--- src/rtl/sar_ctl_pkg.sv ---
`timescale 1ns/1ps
package sar_ctl_pkg;

  typedef enum logic [1:0] {
    PM_NORMAL    = 2'd0,
    PM_OFF       = 2'd1,
    PM_AUTO_OFF  = 2'd2,
    PM_AUTO_IDLE = 2'd3
  } pwr_mode_e;

  localparam int unsigned DEF_RES    = 12;
  localparam int unsigned DEF_CYCLES = 13;
  localparam int unsigned DEF_CH_W   = 3;

endpackage

--- src/rtl/sar_rst_sync.sv ---
`timescale 1ns/1ps
module sar_rst_sync (
  input  logic clk,
  input  logic arst_n,
  output logic srst_n
);

  logic meta_q;
  logic sync_q;

  always_ff @(posedge clk or negedge arst_n) begin
    if (!arst_n) begin
      meta_q <= 1'b0;
      sync_q <= 1'b0;
    end else begin
      meta_q <= 1'b1;
      sync_q <= meta_q;
    end
  end

  assign srst_n = sync_q;

endmodule

--- src/rtl/sar_strobe_edge.sv ---
`timescale 1ns/1ps
module sar_strobe_edge (
  input  logic clk,
  input  logic rst_n,
  input  logic strobe_n,
  output logic fell,
  output logic rose
);

  logic prev_q;

  always_ff @(posedge clk or negedge rst_n) begin
    if (!rst_n) prev_q <= 1'b1;
    else        prev_q <= strobe_n;
  end

  assign fell = prev_q & ~strobe_n;
  assign rose = ~prev_q & strobe_n;

endmodule

--- src/rtl/sar_power_ctl.sv ---
`timescale 1ns/1ps
module sar_power_ctl
  import sar_ctl_pkg::*;
(
  input  logic      clk,
  input  logic      rst_n,
  input  pwr_mode_e mode,
  input  logic      rose,
  input  logic      done,
  output logic      awake
);

  logic sleep_q;
  logic sleep_d;
  logic auto_mode;

  assign auto_mode = (mode == PM_AUTO_OFF) || (mode == PM_AUTO_IDLE);

  always_comb begin
    sleep_d = sleep_q;
    if (mode == PM_NORMAL)         sleep_d = 1'b0;
    else if (auto_mode && done)    sleep_d = 1'b1;
    else if (sleep_q && rose)      sleep_d = 1'b0;
  end

  always_ff @(posedge clk or negedge rst_n) begin
    if (!rst_n) sleep_q <= 1'b0;
    else        sleep_q <= sleep_d;
  end

  assign awake = (mode != PM_OFF) && !sleep_q;

  p_auto_sleep_r8: assert property (@(posedge clk) disable iff (!rst_n)
    (auto_mode && done) |=> !awake);

  p_normal_wakes_r9: assert property (@(posedge clk) disable iff (!rst_n)
    (mode == PM_NORMAL) |=> (sleep_q == 1'b0));

endmodule

--- src/rtl/sar_seq_ctr.sv ---
`timescale 1ns/1ps
module sar_seq_ctr #(
  parameter int unsigned CONV_CYCLES = 13,
  localparam int unsigned CW = $clog2(CONV_CYCLES + 1)
) (
  input  logic          clk,
  input  logic          rst_n,
  input  logic          start,
  output logic          busy,
  output logic          hold,
  output logic [CW-1:0] cnt,
  output logic          done
);

  localparam logic [CW-1:0] LAST_C = CW'(CONV_CYCLES - 1);
  localparam logic [CW-1:0] IDLE_C = CW'(CONV_CYCLES);

  logic          busy_q, busy_d;
  logic          hold_q, hold_d;
  logic [CW-1:0] cnt_q, cnt_d;
  logic          en;

  assign done = busy_q && (cnt_q == LAST_C);
  assign en   = start || busy_q;

  always_comb begin
    busy_d = busy_q;
    hold_d = hold_q;
    cnt_d  = cnt_q;
    if (start) begin
      busy_d = 1'b1;
      hold_d = 1'b1;
      cnt_d  = '0;
    end else if (done) begin
      busy_d = 1'b0;
      hold_d = 1'b0;
      cnt_d  = IDLE_C;
    end else begin
      cnt_d  = cnt_q + CW'(1);
    end
  end

  always_ff @(posedge clk or negedge rst_n) begin
    if (!rst_n) begin
      busy_q <= 1'b0;
      hold_q <= 1'b0;
      cnt_q  <= IDLE_C;
    end else if (en) begin
      busy_q <= busy_d;
      hold_q <= hold_d;
      cnt_q  <= cnt_d;
    end
  end

  assign busy = busy_q;
  assign hold = hold_q;
  assign cnt  = cnt_q;

  p_cnt_sat_r2: assert property (@(posedge clk) disable iff (!rst_n)
    cnt_q <= IDLE_C);

  p_idle_cnt_r2: assert property (@(posedge clk) disable iff (!rst_n)
    !busy_q |-> (cnt_q == IDLE_C));

  p_step_r6: assert property (@(posedge clk) disable iff (!rst_n)
    (busy_q && !done) |=> (busy_q && (cnt_q == $past(cnt_q) + CW'(1))));

  p_track_with_busy_r3: assert property (@(posedge clk) disable iff (!rst_n)
    $fell(hold_q) |-> $fell(busy_q));

endmodule

--- src/rtl/sar_approx_reg.sv ---
`timescale 1ns/1ps
module sar_approx_reg #(
  parameter int unsigned RES         = 12,
  parameter int unsigned CH_W        = 3,
  parameter int unsigned CONV_CYCLES = 13,
  localparam int unsigned CW = $clog2(CONV_CYCLES + 1),
  localparam int unsigned ACQ = CONV_CYCLES - 1 - RES
) (
  input  logic               clk,
  input  logic               rst_n,
  input  logic               start,
  input  logic               busy,
  input  logic [CW-1:0]      cnt,
  input  logic               cmp_in,
  input  logic [CH_W-1:0]    ch_sel,
  output logic [RES-1:0]     dac_code,
  output logic [CH_W+RES-1:0] result,
  output logic               load_stb
);

  localparam logic [CW-1:0] LAST_RES_C = CW'(ACQ + RES - 1);

  logic [RES-1:0]      sar_q, sar_d;
  logic [CH_W-1:0]     ch_q, ch_d;
  logic [CH_W+RES-1:0] res_q, res_d;
  logic                load_q, load_d;
  logic [RES-1:0]      mask;
  logic                last_bit;
  logic                sar_en;

  always_comb begin
    for (int b = 0; b < RES; b++) begin
      mask[b] = busy && (cnt == CW'(ACQ + RES - 1 - b));
    end
  end

  assign last_bit = busy && (cnt == LAST_RES_C);
  assign sar_en   = start || busy;

  always_comb begin
    sar_d  = sar_q;
    ch_d   = ch_q;
    res_d  = res_q;
    load_d = 1'b0;
    if (start) begin
      sar_d = '0;
      ch_d  = ch_sel;
    end else if (|mask) begin
      if (cmp_in) sar_d = sar_q | mask;
      if (last_bit) begin
        res_d  = {ch_q, sar_d};
        load_d = 1'b1;
      end
    end
  end

  always_ff @(posedge clk or negedge rst_n) begin
    if (!rst_n) begin
      sar_q <= '0;
      ch_q  <= '0;
    end else if (sar_en) begin
      sar_q <= sar_d;
      ch_q  <= ch_d;
    end
  end

  always_ff @(posedge clk or negedge rst_n) begin
    if (!rst_n) res_q <= '0;
    else if (last_bit) res_q <= res_d;
  end

  always_ff @(posedge clk or negedge rst_n) begin
    if (!rst_n) load_q <= 1'b0;
    else        load_q <= load_d;
  end

  assign dac_code = sar_q | mask;
  assign result   = res_q;
  assign load_stb = load_q;

  p_load_pulse_r5: assert property (@(posedge clk) disable iff (!rst_n)
    load_q |=> !load_q);

  p_bits_kept_r4: assert property (@(posedge clk) disable iff (!rst_n)
    (busy && !start) |=> ((sar_q & $past(sar_q)) == $past(sar_q)));

  p_one_trial_r4: assert property (@(posedge clk) disable iff (!rst_n)
    $onehot0(mask));

endmodule

--- src/rtl/sar_conv_ctl.sv ---
`timescale 1ns/1ps
module sar_conv_ctl
  import sar_ctl_pkg::*;
#(
  parameter int unsigned RES         = DEF_RES,
  parameter int unsigned CH_W        = DEF_CH_W,
  parameter int unsigned CONV_CYCLES = DEF_CYCLES
) (
  input  logic                clk,
  input  logic                rst_n,
  input  logic                conv_n,
  input  logic [1:0]          pwr_mode,
  input  logic [CH_W-1:0]     ch_sel,
  input  logic                cmp_in,
  output logic                busy,
  output logic                th_hold,
  output logic [RES-1:0]      dac_code,
  output logic                load_stb,
  output logic [CH_W+RES-1:0] result,
  output logic                core_awake
);

  localparam int unsigned CW = $clog2(CONV_CYCLES + 1);

  logic          srst_n;
  logic          fell, rose;
  logic          start;
  logic          done;
  logic [CW-1:0] cnt;
  pwr_mode_e     mode;

  assign mode = pwr_mode_e'(pwr_mode);

  sar_rst_sync u_rst (
    .clk    (clk),
    .arst_n (rst_n),
    .srst_n (srst_n)
  );

  sar_strobe_edge u_edge (
    .clk      (clk),
    .rst_n    (srst_n),
    .strobe_n (conv_n),
    .fell     (fell),
    .rose     (rose)
  );

  sar_power_ctl u_pwr (
    .clk   (clk),
    .rst_n (srst_n),
    .mode  (mode),
    .rose  (rose),
    .done  (done),
    .awake (core_awake)
  );

  assign start = fell && !busy && core_awake;

  sar_seq_ctr #(
    .CONV_CYCLES (CONV_CYCLES)
  ) u_seq (
    .clk   (clk),
    .rst_n (srst_n),
    .start (start),
    .busy  (busy),
    .hold  (th_hold),
    .cnt   (cnt),
    .done  (done)
  );

  sar_approx_reg #(
    .RES         (RES),
    .CH_W        (CH_W),
    .CONV_CYCLES (CONV_CYCLES)
  ) u_sar (
    .clk      (clk),
    .rst_n    (srst_n),
    .start    (start),
    .busy     (busy),
    .cnt      (cnt),
    .cmp_in   (cmp_in),
    .ch_sel   (ch_sel),
    .dac_code (dac_code),
    .result   (result),
    .load_stb (load_stb)
  );

  p_load_in_busy_r5: assert property (@(posedge clk) disable iff (!srst_n)
    load_stb |-> (busy && th_hold));

  p_start_needs_awake_r8: assert property (@(posedge clk) disable iff (!srst_n)
    $rose(busy) |-> $past(core_awake));

  p_hold_follows_start_r1: assert property (@(posedge clk) disable iff (!srst_n)
    $rose(busy) |-> th_hold);

endmodule

--- config.mk ---
export PLATFORM = sky130hd
export DESIGN_NAME = sar_conv_ctl
export DESIGN_NICKNAME = d
export VERILOG_FILES = /design/src/rtl/sar_ctl_pkg.sv /design/src/rtl/sar_rst_sync.sv /design/src/rtl/sar_strobe_edge.sv /design/src/rtl/sar_power_ctl.sv /design/src/rtl/sar_seq_ctr.sv /design/src/rtl/sar_approx_reg.sv /design/src/rtl/sar_conv_ctl.sv
export SDC_FILE = /design/constraint.sdc
export NUM_CORES = 1
export LEC_CHECK = 0
export ABC_AREA = 1
export BUFFER_PORTS_ARGS = -buffer_cell sky130_fd_sc_hd__buf_2
export CAP_MARGIN = 0
export CORE_UTILIZATION = 37
export CTS_CLUSTER_DIAMETER = 30
export CTS_CLUSTER_SIZE = 40
export DETAILED_ROUTE_END_ITERATION = 7
export GPL_TIMING_DRIVEN = 0
export PLACE_DENSITY = 0.66
export SKIP_CTS_REPAIR_TIMING = 1
export SLEW_MARGIN = 40
export SYNTH_ARGS = -nofsm -noshare
export SYNTH_HDL_FRONTEND = slang
export SYNTH_SLANG_ARGS = --single-unit
--- constraint.sdc ---
create_clock -name clk -period 1.55 [get_ports clk]
set_input_delay 0.31 -clock clk [delete_from_list [all_inputs] [get_ports clk]]
set_output_delay 0.31 -clock clk [all_outputs]
set_load 0.02 [all_outputs]
==> results.py, run 1 <==
metrics = {
    "critical_path": {
        "worstSetupPathType": "reg -> out",
        "cp-start-kind": "flip-flop",
        "critical_path_required_ps": 1240,
        "r2r-end": "u_sar.result[11]",
        "cp.arrival_ps": 1520,
        "path_max_fanout": 4,
        "reg2reg_depth": 8,
        "reg2reg_setup_slack_ps": 20,
        "cp-end-kind": "output pin",
        "rr_startpoint": "u_seq.cnt[0]",
    },
    "global_route": {
        "grt_max_degree": 39,
        "antenna_found_initial": 0,
        "grtUsageTotal": 0.1517,
        "grt_pass1_vias": 1402,
        "grt_overflow": 0,
        "grt_pass1_wl_mm": 6.044,
    },
    "hold_path": {
        "hold_class": "in -> reg",
        "hold_depth": 1,
        "hp-start": "conv_n",
        "hold_end": "u_edge.prev_q",
    },
    "clock_tree": {
        "cts.sinks": 40,
        "clock_latency_ps": 300,
        "h-tree-depth": 2,
        "cts_buffer_depth": 2,
        "root_buffer": "clkbuf_8",
        "cts.reportedPaths.clkPinSlew_ps": 70,
        "cts_inserted_buffers": 5,
        "cts_tree": "done",
    },
    "finish": {
        "num_antenna_cells": 0,
        "syn2layout_area_growth_pct": 36.19,
        "fin_nets": 284,
        "fin_cells": 339,
        "final_core_util": 0.5213,
        "drive_above_1_share": 0.3640,
    },
    "die": {
        "fp.dieW_um": 71.91,
        "start_util": 0.3828,
        "die_h_um": 71.91,
        "num_io_pins": 40,
        "coreArea_um2": 4723,
        "rows": 25,
        "die-area_um2": 5170,
    },
    "drt": {
        "dr.pass1.iters": 4,
        "via_per_inst": 4.457,
        "drc": 0,
        "wl_mm": 3.720,
        "drt_iter0_drc": 40,
        "drtAntennaViolNets": 0,
        "detailroute.via_count": 1511,
        "wl_per_cell_um": 10.97,
    },
    "timing": {
        "setup_viol": 12,
        "layout_setup_ws_ps": -282.0,
        "fin_hold_ws_ps": 121.7,
        "min_period_ps": 1832,
        "period_share": 1.182,
        "finalClockSkew_ps": 7.809,
        "slew_viol_final": 0,
        "finalHoldViolations": 0,
        "rsz0062_at_grt": "yes",
        "max_freq_mhz": 545.9,
    },
    "outcome": {
        "violations": "setup timing",
        "status": "complete, but fails checks",
    },
    "pwr": {
        "p_leak_uw": 0.001373,
        "ir_drop_mv": 0.6301,
        "cellPowerDensity_nw_per_um2": 1883,
    },
    "placed_design": {
        "dp_cells": 323,
        "hpwlAfterDp_mm": 2.440,
        "gp_congestion": 0.8113,
        "portBuffers": 39,
    },
    "synth": {
        "netlist_area_um2": 1808,
        "ys_seq_elements": 40,
        "synth_warnings": 0,
        "synth_area_per_cell_um2": 8.332,
        "seq_area_frac_synth": 0.5564,
        "syn_inst": 217,
        "ys_types": 21,
        "syn-num-nets": 230,
    },
    "job": {
        "cap_violations": 0,
    },
}
-- worst max-delay path by stage --
stage | startpoint | endpoint | slack [ps] | cells past startpoint
final | u_seq.cnt[0] | dac_code[2] | -280 | 4
after global routing | u_seq.cnt[0] | dac_code[9] | -340 | 7
after CTS | u_seq.cnt[0] | dac_code[11] | -440 | 7
after detailed placement | u_seq.cnt[0] | dac_code[11] | -110 | 7
after global placement | u_seq.cnt[0] | dac_code[11] | -110 | 7
after floorplan | u_seq.cnt[0] | dac_code[4] | 20 | 3
-- layer usage --
metal	wire, um	up-vias	GRT usage
met5	0	-	0
met4	27	0	0.05229
met3	180	4	0.04861
met2	1867	41	0.2453
met1	1644	694	0.1928
li1	-	772	-
-- sequential cells by signal, summed over array words and instances (netlist names) --
| register | count |
|---|---|
| u_rst.srst_n | 1 |
| u_sar.ch_q | 3 |
| u_pwr.sleep_q | 1 |
| u_sar.load_stb | 1 |
| u_sar.sar_q | 12 |
| u_rst.meta_q | 1 |
| u_edge.prev_q | 1 |
| u_seq.busy | 1 |
| u_seq.cnt | 4 |
| u_sar.result | 15 |
-- report_power, final --
| part | switching [uW] | internal, uW | total (uW) |
|---|---|---|---|
| sequential | 246 | 1390 | 1640 |
| clock | 370 | 360 | 730 |
| combinational | 1350 | 912 | 2270 |
| total | 1970 | 2670 | 4640 |
-- worst max-delay path, stage by stage (launching register included) --
cell,delay (ps)
dfstp_2,610
ha_2,210
nand2_4,70
o21ai_2,170
buf_4,170
-- cell usage after synthesis, drive strengths merged --
| cell | instances | share of area |
|---|---|---|
| o21ai | 12 | 0.033 |
| or2 | 1 | 0.0035 |
| xor2 | 1 | 0.0048 |
| nor2 | 20 | 0.051 |
| buf | 5 | 0.023 |
| clkbuf | 1 | 0.0021 |
| a21oi | 4 | 0.013 |
| dfstp | 4 | 0.058 |
| nand2 | 87 | 0.19 |
| conb | 1 | 0.0021 |
| nand3 | 16 | 0.044 |
| inv | 25 | 0.052 |
| ha | 4 | 0.028 |
| dfrtp | 36 | 0.50 |
-- logic make-up after synthesis --
group | Yosys count | share of synthesized area
other | 1 | 0.002074
and+or+nand+nor | 124 | 0.2858
DFF | 40 | 0.5564
xor gates and xnor gates | 1 | 0.004845
adders and majority gates | 4 | 0.02768
buffers and inverters | 31 | 0.07681
AOI/OAI and AO/OA | 16 | 0.04636
-- placed cells by master (no fill, tap or decap) --
cell	count
inv_4	2
inv_2	5
xor2_1	1
or2_4	1
ha_4	3
o21ai_0	5
buf_4	13
buf_8	1
a21oi_2	1
nand2_1	74
inv_1	18
dlygate4sd3_1	1
buf_6	10
a21oi_1	3
o21ai_4	2
clkbuf_1	1
nand2_2	7
nand3_1	16
conb_1	1
dfrtp_1	34
nand2_4	6
nor2_8	1
dfrtp_2	1
ha_2	1
buf_2	27
dfstp_2	4
dfrtp_4	1
nor2_1	19
clkinvlp_4	2
o21ai_2	5
clkbuf_8	6
-- stage by stage --
step	setup slack (ps)	TNS (ps)	total power (uW)	area [um2]
2_1_floorplan	17.07	0	2819	1808
3_3_place_gp	-111.3	-3987	3299	2087
3_5_place_dp	-110.1	-528.7	3320	2091
4_1_cts	-437.2	-4395	4059	2188
5_1_grt	-340.2	-4114	4969	2462
6_report	-282.0	-2928	4636	2462
-- final cells by class --
cell class	instances	area [um2]
plain buffers	6	48.80
clock buffers	6	82.58
clock inverters	2	15.01
fillers	435	2261
inverters	25	98.84
multi-input cells	146	797.0
flip-flops and latches	40	1011
well taps	67	83.83
repair buffers	47	325.3
(Power assumes the default switching activity.)
==> run 2: changes to the inputs <==
SETUP_SLACK_MARGIN = 0.5   (was not set)
==> run 2 against run 1 <==
Net effect: setup slack got worse by 40 ps; clock-buffer cell count rose by 1; largest power group unchanged; die area did not move; non-clock buffer count rose by 14; combinational power rose by 26%; highest routed layer unchanged; the flow still finishes with violations (setup timing); flip-flop and latch count did not move; cell area rose by 16%; cell count rose by 4.1%.
==> results.py, run 2 (synthesis results as in run 1) <==
metrics = {
    "critical_path": {
        "cpMaxStageDelayCell": "dfstp_2",
        "critical_path_required_ps": 1240,
        "cp.arrival_ps": 1560,
        "cp-end-kind": "output pin",
        "cp.buffers_inverters": 3,
        "cpPeakStageDelay_ps": 640,
        "path_max_fanout": 5,
        "crit_family": "flip-flops",
        "worstSetupPathType": "reg -> out",
        "cp-start-kind": "flip-flop",
        "critical_path.cell_chain": "inv_4 -> ha_4 -> nand2_4 -> inv_2 -> nand2_2 -> nand2_2 -> buf_6",
        "crit_top_cell": "nand2_2",
    },
    "finish": {
        "num_antenna_cells": 0,
        "layout_commonest_cell": "nand2_1",
        "fillers": 398,
        "stdcell_area_um2": 2865,
        "largest_reg_flops": 15,
        "fin_nets": 298,
        "multiInputGateArea_um2": 872.1,
        "syn2layout_area_growth_pct": 58.48,
        "fin_cells": 353,
        "drive_above_1_share": 0.4510,
        "final_cell_mix": "nand2_1, buf_6, dfrtp_1",
        "ff_latch_area_um2": 1012,
    },
    "timing": {
        "rsz0062_at_grt": "yes",
        "max_freq_mhz": 534.2,
        "finalHoldViolations": 0,
        "fin_setup_tns_ps": -4388,
        "worstMarginPinSlew_ps": 514.6,
        "period_share": 1.208,
        "min_period_ps": 1872,
        "finalClockSkew_ps": 6.533,
        "fin_hold_ws_ps": 117.1,
        "relSlewSlack": 0.6569,
        "slew_viol_final": 0,
        "setup_viol": 22,
        "layout_setup_ws_ps": -321.8,
    },
    "die": {
        "coreArea_um2": 4723,
        "die_h_um": 71.91,
        "fp.dieW_um": 71.91,
        "die-area_um2": 5170,
        "start_util": 0.3828,
        "rows": 25,
        "num_io_pins": 40,
    },
    "global_route": {
        "antenna_found_initial": 0,
        "grt_overflow": 0,
        "grt_pass1_vias": 1413,
        "grt_pass1_wl_mm": 6.292,
        "grtUsageTotal": 0.1605,
        "grt_max_degree": 39,
    },
    "drt": {
        "drc": 0,
        "dr.pass1.iters": 4,
        "detailroute.via_count": 1599,
        "drtAntennaViolNets": 0,
        "drt_iter0_drc": 109,
        "wl_mm": 4.135,
        "wl_per_cell_um": 11.71,
        "via_per_inst": 4.530,
    },
    "clock_tree": {
        "h-tree-depth": 2,
        "clock_latency_ps": 300,
        "cts.sinks": 40,
        "cts_tree": "done",
        "cts.reportedPaths.clkPinSlew_ps": 70,
        "cts_inserted_buffers": 5,
        "cts_buffer_depth": 2,
        "root_buffer": "clkbuf_8",
    },
    "placed_design": {
        "portBuffers": 39,
        "dp_cells": 323,
        "gp_congestion": 0.7819,
        "hpwlAfterDp_mm": 2.594,
        "placed_cell_area_um2": 2231,
    },
    "pwr": {
        "cellPowerDensity_nw_per_um2": 1913,
        "p_leak_uw": 0.001515,
        "ir_drop_mv": 0.9899,
    },
    "job": {
        "cap_violations": 0,
    },
    "outcome": {
        "violations": "setup timing",
        "status": "complete, but fails checks",
    },
    "hold_path": {
        "hold_class": "in -> reg",
    },
}
run 2: per-stage QoR:
step	total power (uW)	setup WS [ps]	utilization
after global routing	5822	-386.1	0.6066
after CTS	4600	-375.1	0.4991
after global placement	3614	-41.69	0.4718
final	5482	-321.8	0.6066
after floorplan	3123	146.8	-
after detailed placement	3657	-44.80	0.4723
run 2: area by class of cell:
class,count,share of cell area
flip-flops and latches,40,0.3533
multi-input cells,146,0.3044
repair buffers,61,0.2057
inverters,25,0.03799
clock buffers,7,0.03362
well taps,67,0.02926
plain buffers,6,0.02533
clock inverters,1,0.01048
run 2: final timing paths:
kind	from	endpoint	slack (ps)	depth (start not counted)
min reg2reg	u_rst.srst_n	u_sar.sar_q[4]	300	0
min	conv_n	u_edge.prev_q	120	1
max reg2reg	u_seq.cnt[0]	u_sar.result[7]	-110	9
max	u_seq.cnt[0]	dac_code[11]	-320	7
max in group asynchronous	u_rst.srst_n	u_seq.cnt[1]	890	0
min in group asynchronous	u_rst.srst_n	u_sar.sar_q[4]	300	0
run 2: worst register-to-register path: stages, from the launching register on:
cell,delay [ps]
dfstp_2,640
ha_4,190
nand2_8,70
nor2_8,130
buf_4,120
buf_4,120
inv_4,50
buf_6,130
nand2_1,50
nand2_1,50
run 2: power by group:
| group | total (uW) | leakage, uW | internal [uW] | switching, uW |
|---|---|---|---|---|
| Clock | 932 | 0.0000645 | 568 | 364 |
| Combinational | 2850 | 0.000932 | 1350 | 1510 |
| Sequential | 1700 | 0.000519 | 1400 | 299 |
run 2: metal layers:
metal / global-route usage / part of all wire / routed length [um]
met1: 0.2132 / 0.46 / 1901
met2: 0.2505 / 0.49 / 2040
met3: 0.03889 / 0.031 / 128
met4: 0.07190 / 0.015 / 64
met5: 0 / 0 / 0
==> run 3: changes to the inputs <==
SKIP_CTS_REPAIR_TIMING = not set   (was 1)
==> run 3 against run 2 <==
Net effect: the run still ends with setup timing left; combinational power up 15%; utilization up 3.4 points; sequential power barely moved; cell count up 4.0%; register-to-register slack lost 60 ps; die area did not move.
==> results.py, run 3 (synthesis results as in run 1) <==
metrics = {
    "finish": {
        "syn2layout_area_growth_pct": 67.27,
        "layout_commonest_cell": "nand2_1",
        "num_antenna_cells": 0,
        "fillers": 384,
        "largest_reg_flops": 15,
        "drive_above_1_share": 0.5000,
        "fin_cells": 367,
        "final_core_util": 0.6403,
        "fin_nets": 312,
        "final_cell_mix": "nand2_1, buf_6, dfrtp_1",
    },
    "critical_path": {
        "reg2reg_setup_slack_ps": -170,
        "r2r-end": "u_sar.result[6]",
        "path_max_fanout": 5,
        "rr_startpoint": "u_seq.cnt[3]",
        "critical_path_required_ps": 1240,
        "cpPeakStageDelay_ps": 640,
        "cp-start-kind": "flip-flop",
        "cp-end-kind": "output pin",
        "reg2reg_depth": 11,
        "crit_top_cell": "nand2_2",
        "cp.arrival_ps": 1540,
        "cpMaxStageDelayCell": "dfstp_2",
        "cp.buffers_inverters": 3,
        "critical_path.cell_chain": "inv_4 -> ha_4 -> nand2_4 -> inv_2 -> nand2_2 -> nand2_2 -> buf_6",
        "worstSetupPathType": "reg -> out",
        "crit_family": "flip-flops",
    },
    "placed_design": {
        "portBuffers": 39,
        "place_ws_ps": -44.80,
        "gp_congestion": 0.7819,
        "hpwlAfterDp_mm": 2.594,
        "dp_cells": 323,
    },
    "pwr": {
        "p_leak_uw": 0.001591,
        "ir_drop_mv": 1.094,
        "cellPowerDensity_nw_per_um2": 1951,
    },
    "die": {
        "coreArea_um2": 4723,
        "start_util": 0.3828,
        "fp.dieW_um": 71.91,
        "rows": 25,
        "die-area_um2": 5170,
        "num_io_pins": 40,
        "die_h_um": 71.91,
    },
    "timing": {
        "min_period_ps": 1855,
        "relSlewSlack": 0.6606,
        "worstMarginPinSlew_ps": 509.1,
        "layout_setup_ws_ps": -304.8,
        "fin_hold_ws_ps": 117.6,
        "slew_viol_final": 0,
        "max_freq_mhz": 539.2,
        "finalClockSkew_ps": 5.331,
        "rsz0062_at_grt": "yes",
        "period_share": 1.197,
        "setup_viol": 29,
        "finalHoldViolations": 0,
    },
    "hold_path": {
        "hp-start": "conv_n",
        "hold_depth": 1,
        "hold_end": "u_edge.prev_q",
        "hold_class": "in -> reg",
    },
    "drt": {
        "wl_mm": 4.286,
        "drtAntennaViolNets": 0,
        "wl_per_cell_um": 11.68,
        "via_per_inst": 4.490,
        "dr.pass1.iters": 4,
        "drc": 0,
        "detailroute.via_count": 1648,
        "drt_iter0_drc": 108,
    },
    "clock_tree": {
        "h-tree-depth": 2,
        "cts.reportedPaths.clkPinSlew_ps": 70,
        "root_buffer": "clkbuf_8",
        "cts_tree": "done",
        "cts_inserted_buffers": 5,
        "cts_buffer_depth": 2,
        "clock_latency_ps": 300,
        "cts.sinks": 40,
    },
    "global_route": {
        "grt_pass1_wl_mm": 7.245,
        "grt_pass1_vias": 1629,
        "grtUsageTotal": 0.1838,
        "grt_overflow": 0,
        "grt_max_degree": 39,
        "antenna_found_initial": 0,
    },
    "job": {
        "cap_violations": 0,
    },
    "outcome": {
        "status": "complete, but fails checks",
        "violations": "setup timing",
    },
}
run 3: changes by cell type in the layout (fill, tap and decap cells not counted), sizes merged:
cell / previous run / this run
buf: 65 / 79
run 3: report_power, final:
group	internal, uW	switching [uW]
Clock	568	362
Combinational	1640	1640
Sequential	1400	296
Total	3600	2300
run 3: per-layer routing:
metal	up-vias	track usage	share of wire	wire, um
met4	0	0.07625	0.016	67
met5	-	0	0	0
met1	777	0.2475	0.45	1938
li1	824	-	-	-
met3	8	0.04028	0.032	137
met2	39	0.2893	0.50	2144
run 3: worst max path at each step:
stage                       from  slack [ps]  cells past startpoint           end
finish              u_seq.cnt[0]        -300                      7  dac_code[11]
floorplan           u_seq.cnt[0]         150                      6  dac_code[11]
global route        u_seq.cnt[0]        -360                      7  dac_code[11]
detailed placement  u_seq.cnt[0]         -40                      5   dac_code[0]
CTS                 u_seq.cnt[0]        -310                      7   dac_code[9]
global placement    u_seq.cnt[0]         -40                      5   dac_code[0]
run 3: through the flow:
step / area [um2] / power, uW / setup TNS [ps]
floorplan: 1949 / 3123 / 0
global placement: 2228 / 3614 / -123.0
detailed placement: 2231 / 3657 / -153.4
CTS: 2875 / 5626 / -4410
global route: 3024 / 6277 / -6673
finish: 3024 / 5901 / -4379
run 3: final cells by class:
class	count	area, um2	share of cell area
Sequential cell	40	1012	0.3347
Timing Repair Buffer	75	714.4	0.2362
Inverter	25	103.9	0.03434
Tap cell	67	83.83	0.02772
Clock buffer	7	96.34	0.03186
Buffer	6	65.06	0.02151
Multi-Input combinational cell	146	918.4	0.3037
Clock inverter	1	30.03	0.009930
run 3: repair_timing:
action	in CTS	in global routing
setup endpoints to repair	68	68
gates resized for setup	104	18
hold buffers	1	0
hold endpoints to repair	2	0
pin swaps	14	10
buffers inserted	23	12
